===== src/rtl/lms_ec_pkg.sv =====
package lms_ec_pkg;

    // One-hot selection produced by the 2-bit digit decoder.
    typedef struct packed {
        logic pick_one;
        logic pick_two;
        logic pick_three;
    } dig_sel_t;

    // Digit interpretation: lower digits are unsigned, the top digit is signed.
    typedef enum logic {
        DIG_UNSIGNED   = 1'b0,
        DIG_SIGNED_TOP = 1'b1
    } dig_kind_e;

    function automatic dig_sel_t decode_digit(input logic [1:0] u);
        dig_sel_t s;
        s.pick_one   = (u == 2'b01);
        s.pick_two   = (u == 2'b10);
        s.pick_three = (u == 2'b11);
        return s;
    endfunction

    function automatic dig_kind_e kind_of(input int idx, input int ndig);
        return (idx == ndig - 1) ? DIG_SIGNED_TOP : DIG_UNSIGNED;
    endfunction

endpackage


===== src/rtl/ec_tap_line.sv =====
module ec_tap_line #(
    parameter int NTAPS  = 8,
    parameter int SAMP_W = 16,
    parameter int WGT_W  = 16
) (
    input  logic                              clk,
    input  logic                              rst,
    input  logic                              in_valid,
    input  logic [SAMP_W-1:0]                 x_in,
    input  logic [NTAPS*WGT_W-1:0]            w_in,
    input  logic [WGT_W-1:0]                  d_in,
    output logic [NTAPS-1:0][SAMP_W-1:0]      taps,
    output logic [NTAPS-1:0][WGT_W-1:0]       wgt,
    output logic [WGT_W-1:0]                  d_q,
    output logic                              v_q
);

    always_ff @(posedge clk) begin
        if (rst) begin
            taps <= '0;
            wgt  <= '0;
            d_q  <= '0;
            v_q  <= 1'b0;
        end else begin
            v_q <= in_valid;
            if (in_valid) begin
                taps[0] <= x_in;
                for (int k = 1; k < NTAPS; k++) begin
                    taps[k] <= taps[k-1];
                end
                for (int k = 0; k < NTAPS; k++) begin
                    wgt[k] <= w_in[k*WGT_W +: WGT_W];
                end
                d_q <= d_in;
            end
        end
    end

endmodule


===== src/rtl/ec_ppg.sv =====
module ec_ppg
    import lms_ec_pkg::*;
#(
    parameter int SAMP_W = 16,
    parameter int WGT_W  = 16,
    localparam int NDIG  = SAMP_W / 2,
    localparam int PP_W  = WGT_W + 2
) (
    input  logic [SAMP_W-1:0]          x,
    input  logic [WGT_W-1:0]           w,
    output logic [NDIG-1:0][PP_W-1:0]  pp
);

    logic signed [PP_W-1:0] w1, w2, w3, wn1, wn2;

    // Shared multiples: 3w is formed once per tap and reused by every digit.
    always_comb begin
        w1  = PP_W'($signed(w));
        w2  = w1 <<< 1;
        w3  = w1 + w2;
        wn1 = -w1;
        wn2 = -w2;
    end

    for (genvar j = 0; j < NDIG; j++) begin : g_dig
        localparam dig_kind_e KIND = kind_of(j, NDIG);
        dig_sel_t sel;
        logic [PP_W-1:0] op_one, op_two, op_three;

        assign sel = decode_digit(x[2*j +: 2]);

        if (KIND == DIG_SIGNED_TOP) begin : g_top
            // Top digit values: 01 -> +1, 10 -> -2, 11 -> -1
            assign op_one   = w1;
            assign op_two   = wn2;
            assign op_three = wn1;
        end else begin : g_low
            assign op_one   = w1;
            assign op_two   = w2;
            assign op_three = w3;
        end

        // AND-OR selector
        assign pp[j] = ({PP_W{sel.pick_one}}   & op_one)
                     | ({PP_W{sel.pick_two}}   & op_two)
                     | ({PP_W{sel.pick_three}} & op_three);
    end

endmodule


===== src/rtl/ec_digit_tree.sv =====
module ec_digit_tree #(
    parameter int NTERM = 8,
    parameter int IN_W  = 18,
    parameter int OUT_W = 21,
    localparam int PAD  = 1 << $clog2(NTERM),
    localparam int NODES = 2 * PAD - 1
) (
    input  logic [NTERM-1:0][IN_W-1:0] terms,
    output logic [OUT_W-1:0]           sum
);

    // Heap-indexed binary tree: node i adds nodes 2i+1 and 2i+2.
    logic signed [OUT_W-1:0] node [NODES];

    for (genvar i = 0; i < PAD; i++) begin : g_leaf
        if (i < NTERM) begin : g_used
            assign node[PAD-1+i] = OUT_W'($signed(terms[i]));
        end else begin : g_pad
            assign node[PAD-1+i] = '0;
        end
    end

    for (genvar i = 0; i < PAD - 1; i++) begin : g_add
        assign node[i] = node[2*i+1] + node[2*i+2];
    end

    assign sum = node[0];

endmodule


===== src/rtl/ec_shift_add.sv =====
module ec_shift_add #(
    parameter int NDIG  = 8,
    parameter int IN_W  = 21,
    parameter int OUT_W = 35
) (
    input  logic [NDIG-1:0][IN_W-1:0] dsum,
    output logic [OUT_W-1:0]          y
);

    logic [NDIG-1:0][OUT_W-1:0] shifted;

    // Digit j carries weight 4^j.
    for (genvar j = 0; j < NDIG; j++) begin : g_sh
        logic signed [OUT_W-1:0] ext;
        assign ext        = OUT_W'($signed(dsum[j]));
        assign shifted[j] = ext <<< (2 * j);
    end

    ec_digit_tree #(
        .NTERM (NDIG),
        .IN_W  (OUT_W),
        .OUT_W (OUT_W)
    ) u_merge (
        .terms (shifted),
        .sum   (y)
    );

endmodule


===== src/rtl/lms_err_pipe.sv =====
module lms_err_pipe #(
    parameter int NTAPS    = 8,
    parameter int SAMP_W   = 16,
    parameter int SAMP_INT = 2,
    parameter int WGT_W    = 16,
    localparam int NDIG    = SAMP_W / 2,
    localparam int SAMP_FR = SAMP_W - SAMP_INT,
    localparam int PP_W    = WGT_W + 2,
    localparam int TREE_W  = PP_W + $clog2(NTAPS),
    localparam int ACC_W   = SAMP_W + WGT_W + $clog2(NTAPS),
    localparam int DIFF_W  = ACC_W + 1
) (
    input  logic                   clk,
    input  logic                   rst,
    input  logic                   in_valid,
    input  logic [SAMP_W-1:0]      x_in,
    input  logic [NTAPS*WGT_W-1:0] w_in,
    input  logic [WGT_W-1:0]       d_in,
    output logic                   out_valid,
    output logic [ACC_W-1:0]       y_out,
    output logic [WGT_W-1:0]       e_out
);

    localparam logic signed [DIFF_W-1:0] E_MAX = DIFF_W'((64'sd1 <<< (WGT_W - 1)) - 64'sd1);
    localparam logic signed [DIFF_W-1:0] E_MIN = ~E_MAX;

    // Stage 0: delay line and captured operands
    logic [NTAPS-1:0][SAMP_W-1:0] taps;
    logic [NTAPS-1:0][WGT_W-1:0]  wgt;
    logic [WGT_W-1:0]             d_s0;
    logic                         v_s0;

    ec_tap_line #(
        .NTAPS  (NTAPS),
        .SAMP_W (SAMP_W),
        .WGT_W  (WGT_W)
    ) u_line (
        .clk      (clk),
        .rst      (rst),
        .in_valid (in_valid),
        .x_in     (x_in),
        .w_in     (w_in),
        .d_in     (d_in),
        .taps     (taps),
        .wgt      (wgt),
        .d_q      (d_s0),
        .v_q      (v_s0)
    );

    // Partial products per tap, then transposed to per digit
    logic [NTAPS-1:0][NDIG-1:0][PP_W-1:0] pp_tap;
    logic [NDIG-1:0][NTAPS-1:0][PP_W-1:0] pp_dig;
    logic [NDIG-1:0][TREE_W-1:0]          tree_sum;

    for (genvar k = 0; k < NTAPS; k++) begin : g_tap
        ec_ppg #(
            .SAMP_W (SAMP_W),
            .WGT_W  (WGT_W)
        ) u_ppg (
            .x  (taps[k]),
            .w  (wgt[k]),
            .pp (pp_tap[k])
        );
        for (genvar j = 0; j < NDIG; j++) begin : g_tr
            assign pp_dig[j][k] = pp_tap[k][j];
        end
    end

    for (genvar j = 0; j < NDIG; j++) begin : g_tree
        ec_digit_tree #(
            .NTERM (NTAPS),
            .IN_W  (PP_W),
            .OUT_W (TREE_W)
        ) u_tree (
            .terms (pp_dig[j]),
            .sum   (tree_sum[j])
        );
    end

    // Stage 1: digit sums registered
    logic [NDIG-1:0][TREE_W-1:0] tree_q;
    logic [WGT_W-1:0]            d_s1;
    logic                        v_s1;

    always_ff @(posedge clk) begin
        if (rst) begin
            tree_q <= '0;
            d_s1   <= '0;
            v_s1   <= 1'b0;
        end else begin
            v_s1 <= v_s0;
            if (v_s0) begin
                tree_q <= tree_sum;
                d_s1   <= d_s0;
            end
        end
    end

    // Shift-add merge and error
    logic [ACC_W-1:0] y_comb;

    ec_shift_add #(
        .NDIG  (NDIG),
        .IN_W  (TREE_W),
        .OUT_W (ACC_W)
    ) u_merge (
        .dsum (tree_q),
        .y    (y_comb)
    );

    logic signed [DIFF_W-1:0] d_align, diff, e_wide;
    logic        [WGT_W-1:0]  e_sat;

    always_comb begin
        d_align = DIFF_W'($signed(d_s1)) <<< SAMP_FR;
        diff    = d_align - DIFF_W'($signed(y_comb));
        e_wide  = diff >>> SAMP_FR;
        if (e_wide > E_MAX) begin
            e_sat = E_MAX[WGT_W-1:0];
        end else if (e_wide < E_MIN) begin
            e_sat = E_MIN[WGT_W-1:0];
        end else begin
            e_sat = e_wide[WGT_W-1:0];
        end
    end

    // Stage 2: outputs
    always_ff @(posedge clk) begin
        if (rst) begin
            y_out     <= '0;
            e_out     <= '0;
            out_valid <= 1'b0;
        end else begin
            out_valid <= v_s1;
            if (v_s1) begin
                y_out <= y_comb;
                e_out <= e_sat;
            end
        end
    end

endmodule


===== config.mk =====
export PLATFORM = sky130hd
export DESIGN_NAME = lms_err_pipe
export DESIGN_NICKNAME = d
export VERILOG_FILES = /design/src/rtl/lms_ec_pkg.sv /design/src/rtl/ec_tap_line.sv /design/src/rtl/ec_ppg.sv /design/src/rtl/ec_digit_tree.sv /design/src/rtl/ec_shift_add.sv /design/src/rtl/lms_err_pipe.sv
export SDC_FILE = /design/constraint.sdc
export NUM_CORES = 2
export LEC_CHECK = 0
export ABC_AREA = 1
export BUFFER_PORTS_ARGS = -buffer_cell sky130_fd_sc_hd__buf_2
export CORE_ASPECT_RATIO = 1.2
export CORE_UTILIZATION = 40
export DETAILED_ROUTE_END_ITERATION = 12
export GPL_ROUTABILITY_DRIVEN = 1
export HOLD_SLACK_MARGIN = 0.02
export SETUP_SLACK_MARGIN = 0.5
export SLEW_MARGIN = 15
export SYNTH_ARGS = -nofsm -noshare
export SYNTH_HDL_FRONTEND = slang
export SYNTH_SLANG_ARGS = --single-unit

===== constraint.sdc =====
create_clock -name clk -period 20.1 [get_ports clk]
set_input_delay 4.02 -clock clk [delete_from_list [all_inputs] [get_ports clk]]
set_output_delay 4.02 -clock clk [all_outputs]
set_load 0.02 [all_outputs]

==> results_dict.tcl <==
set metrics [dict create \
    clockBufferDepth 3 \
    viasPerCell 6.24 \
    drc_errors 0 \
    setup_ws_ns 11.24 \
    syn_nets 12500 \
    synth-edff-count 0 \
    wl_met3_um 62200 \
    syn-mean-instance-area_um2 7.37 \
    powerDensity_nw_per_um2 130 \
    grt_start_max_net_pins 147 \
    io_buffers 214 \
    hold_viol_final 0 \
    num_io_pins 215 \
    n_fill_cell 20500 \
    start_kind "flop" \
    status "completed" \
    skew_ns 0.0750 \
    syn_inst 10800 \
    hold_path_class "reg -> reg" \
    crit_path_start "u_line.wgt[35]$_SDFFE_PP0P_" \
    slowest_delay_ns 0.83 \
    cts_tree "built" \
    timing.final.crit_share_pct 44.1 \
    grt_pass1_vias 79000 \
    fin_cells 13500 \
    r2r-end "tree_q[62]$_SDFFE_PP0P_" \
    dp_hpwl_um 406000 \
    pre_cts_ws_ns 11.59 \
    cts_made_buffers 72 \
    drive_above_1_share_pct 6.33 \
    r2r_slack_ns 11.24 \
    drt-pass1-iter-count 10 \
    reg2reg_depth 35 \
    setup_violations 0 \
    rsz0062_at_grt "false" \
    drv_cap 0 \
    drt-initial-drc-count 12600 \
    nets 12500 \
    drt_wl_total_um 495000 \
    area_growth_pct 8.53 \
    cp.buffers_inverters 6 \
    hp-start "e_out[15]$_SDFFE_PP0P_" \
    yosysSeqAreaShare_pct 12.8 \
    clock_latency_ns 0.78 \
    worstPathArrival_ns 9.47 \
    path_common_cell "nand2_1" \
    vdd_drop_max_mv 0.235 \
    chipHeight_um 491 \
    antenna_found_initial 44 \
    end_kind "flop" \
    power_leakage_nw 40.2 \
    grtUsageTotal_pct 48.2 \
    max-slew-margin-rel_pct 15.5 \
    wl_per_cell_um 36.7 \
    holdPathStages 2 \
    final_core_util_pct 43.6 \
    fmax_ghz 0.113 \
    cp_slowest_cell "a21boi_0" \
    finish.instance_area_um2 86400 \
    routabilityCongestion 1.15 \
    ys_ff_latch 510 \
    worstPathRequired_ns 20.71 \
    r2r-start "u_line.wgt[35]$_SDFFE_PP0P_" \
    core_um2 198000 \
    holdBufCountCts 0 \
    highest_layer "met5" \
    worst_slew_pin_slew_ns 1.25 \
    num_vias 84100 \
    wl_met2_um 194000 \
    numClockSinks 510 \
    synthArstFlopShare_pct 0 \
    cts-root-buf "clkbuf_16" \
    dp.cells 13300 \
    ys_types 53 \
    path_clk_slew_ns 0.06 \
    min_period_ns 8.86 \
    start_util_pct 40.2 \
    min_to "e_out[15]$_SDFFE_PP0P_" \
    crit_type "reg -> reg" \
    wl_met1_um 182000 \
    synthesis.area_um2 79600 \
    cts_resized 0 \
    htree_levels 3 \
    cpLargestDelayFamily "adder cells" \
    overflow 0 \
    report.final.slew_viol_count 0 \
    die_w_um 409 \
    cts_setup_buffers 0 \
    yosysWarnings 0 \
    cp_max_fo 18 \
    placed_area_um2 83800 \
    grt_pass1_wl_um 663000 \
    synth_flop_cell "dfxtp_1" \
    finalSetupTns_ns 0 \
    num_rows 179 \
    dieArea_um2 201000 \
    ant_nets 0 \
]
-- how the worst max path moves through the flow --
stage          depth (start not counted)                      end  slack, ns
6_report                              35  tree_q[62]$_SDFFE_PP0P_      11.24
5_1_grt                               44    e_out[3]$_SDFFE_PP0P_      10.84
4_1_cts                               44    e_out[1]$_SDFFE_PP0P_      11.54
3_5_place_dp                          44    e_out[1]$_SDFFE_PP0P_      11.59
3_3_place_gp                          38  tree_q[62]$_SDFFE_PP0P_      11.68
2_1_floorplan                         41   e_out[10]$_SDFFE_PP0P_      13.14
-- Yosys cell counts, types with 6 or more instances --
cell type | number | area [um2]
a21boi_0 | 13 | 97.6
a21o_1 | 19 | 143
a21oi_1 | 814 | 4070
a21oi_2 | 10 | 87.6
a22oi_1 | 6 | 45.0
a31oi_1 | 23 | 144
and2_1 | 7 | 43.8
buf_1 | 35 | 131
clkbuf_1 | 485 | 1820
clkinv_1 | 105 | 394
dfxtp_1 | 510 | 10200
fa_1 | 968 | 19400
ha_1 | 530 | 6630
inv_1 | 2162 | 8120
inv_2 | 9 | 33.8
nand2_1 | 1755 | 6590
nand2_2 | 33 | 206
nand3_1 | 308 | 1540
nand3_2 | 7 | 70.1
nand4_1 | 71 | 444
nor2_1 | 590 | 2210
nor2_2 | 14 | 87.6
nor3_1 | 33 | 165
nor3b_1 | 7 | 52.6
nor4_1 | 13 | 81.3
o2111ai_1 | 7 | 61.3
o211ai_1 | 140 | 1050
o21ai_0 | 669 | 3350
o21bai_1 | 53 | 398
o221ai_1 | 766 | 6710
o22ai_1 | 134 | 838
o31ai_1 | 21 | 158
or2_2 | 19 | 119
xnor2_1 | 127 | 1110
xor2_1 | 302 | 2650
-- power by group --
group          internal (mW)  leakage [nW]  total, mW  switching (mW)
sequential              1.12          4.22       1.22           0.108
clock                  0.801          1.22       1.43           0.627
combinational           2.46          34.8       8.59            6.13
total                   4.37          40.2       11.2            6.87
-- placed cells by master (no fill, tap or decap), drive strengths merged, types with 120 or more instances in the layout --
master  count
clkinv    120
nor2      606
a21oi     825
xnor2     127
ha        530
fa        968
o211ai    140
dfxtp     510
buf       440
o22ai     134
nand3     315
xor2      302
nand2    1791
o21ai     670
inv      2181
o221ai    766
-- area by class of cell --
class / count / area (um2) / area share [%]
multi-input cells: 7491 / 58900 / 68.2
flip-flops and latches: 510 / 10200 / 11.8
inverters: 2276 / 8560 / 9.91
well taps: 2624 / 3280 / 3.80
repair buffers: 440 / 2800 / 3.24
clock buffers: 92 / 2030 / 2.35
clock inverters: 36 / 475 / 0.551
diodes: 27 / 67.6 / 0.0782
-- metal layers --
| metal | track usage (%) | vias to the layer above |
|---|---|---|
| li1 | - | 35500 |
| met3 | 17.6 | 1474 |
| met4 | 43.7 | 22 |
| met1 | 57.9 | 41100 |
| met2 | 66.6 | 6120 |
| met5 | 1.68 | - |
-- logic make-up (layout without fill, tap and decap cells) --
group / Yosys count / count (layout) / share of synthesized area, %
DFF: 510 / 510 / 12.8
xor gates and xnor gates: 429 / 429 / 4.72
other: 0 / 27 / 0
buffers and inverters: 2799 / 2844 / 13.2
adders and majority gates: 1498 / 1498 / 32.7
and+or+nand+nor: 2868 / 2868 / 14.7
AOI/OAI and AO/OA: 2696 / 2696 / 21.8
-- stage by stage --
step	total power, mW	hold slack [ns]
after global placement	9.35	0.455
after global routing	11.7	0.501
after detailed placement	9.41	0.458
after CTS	10.9	0.468
final	11.2	0.468
after floorplan	6.13	0.449
-- state kept, by name (all words and copies together), names as in the netlist --
name,count
u_line.wgt,128
u_line.d_q,16
v_s1,1
e_out,16
tree_q,168
y_out,35
u_line.taps,128
out_valid,1
d_s1,16
u_line.v_q,1
-- worst reg2reg max path, delay by kind of cell (launching register included) --
kind	cells	cell delay, ns
flops	1	0.40
compound gates	8	2.17
fa+ha+maj	6	3.03
xor+xnor	1	0.58
simple gates	14	1.32
buf+inv	6	1.19
Note: power is estimated with default switching activity, not from simulation.
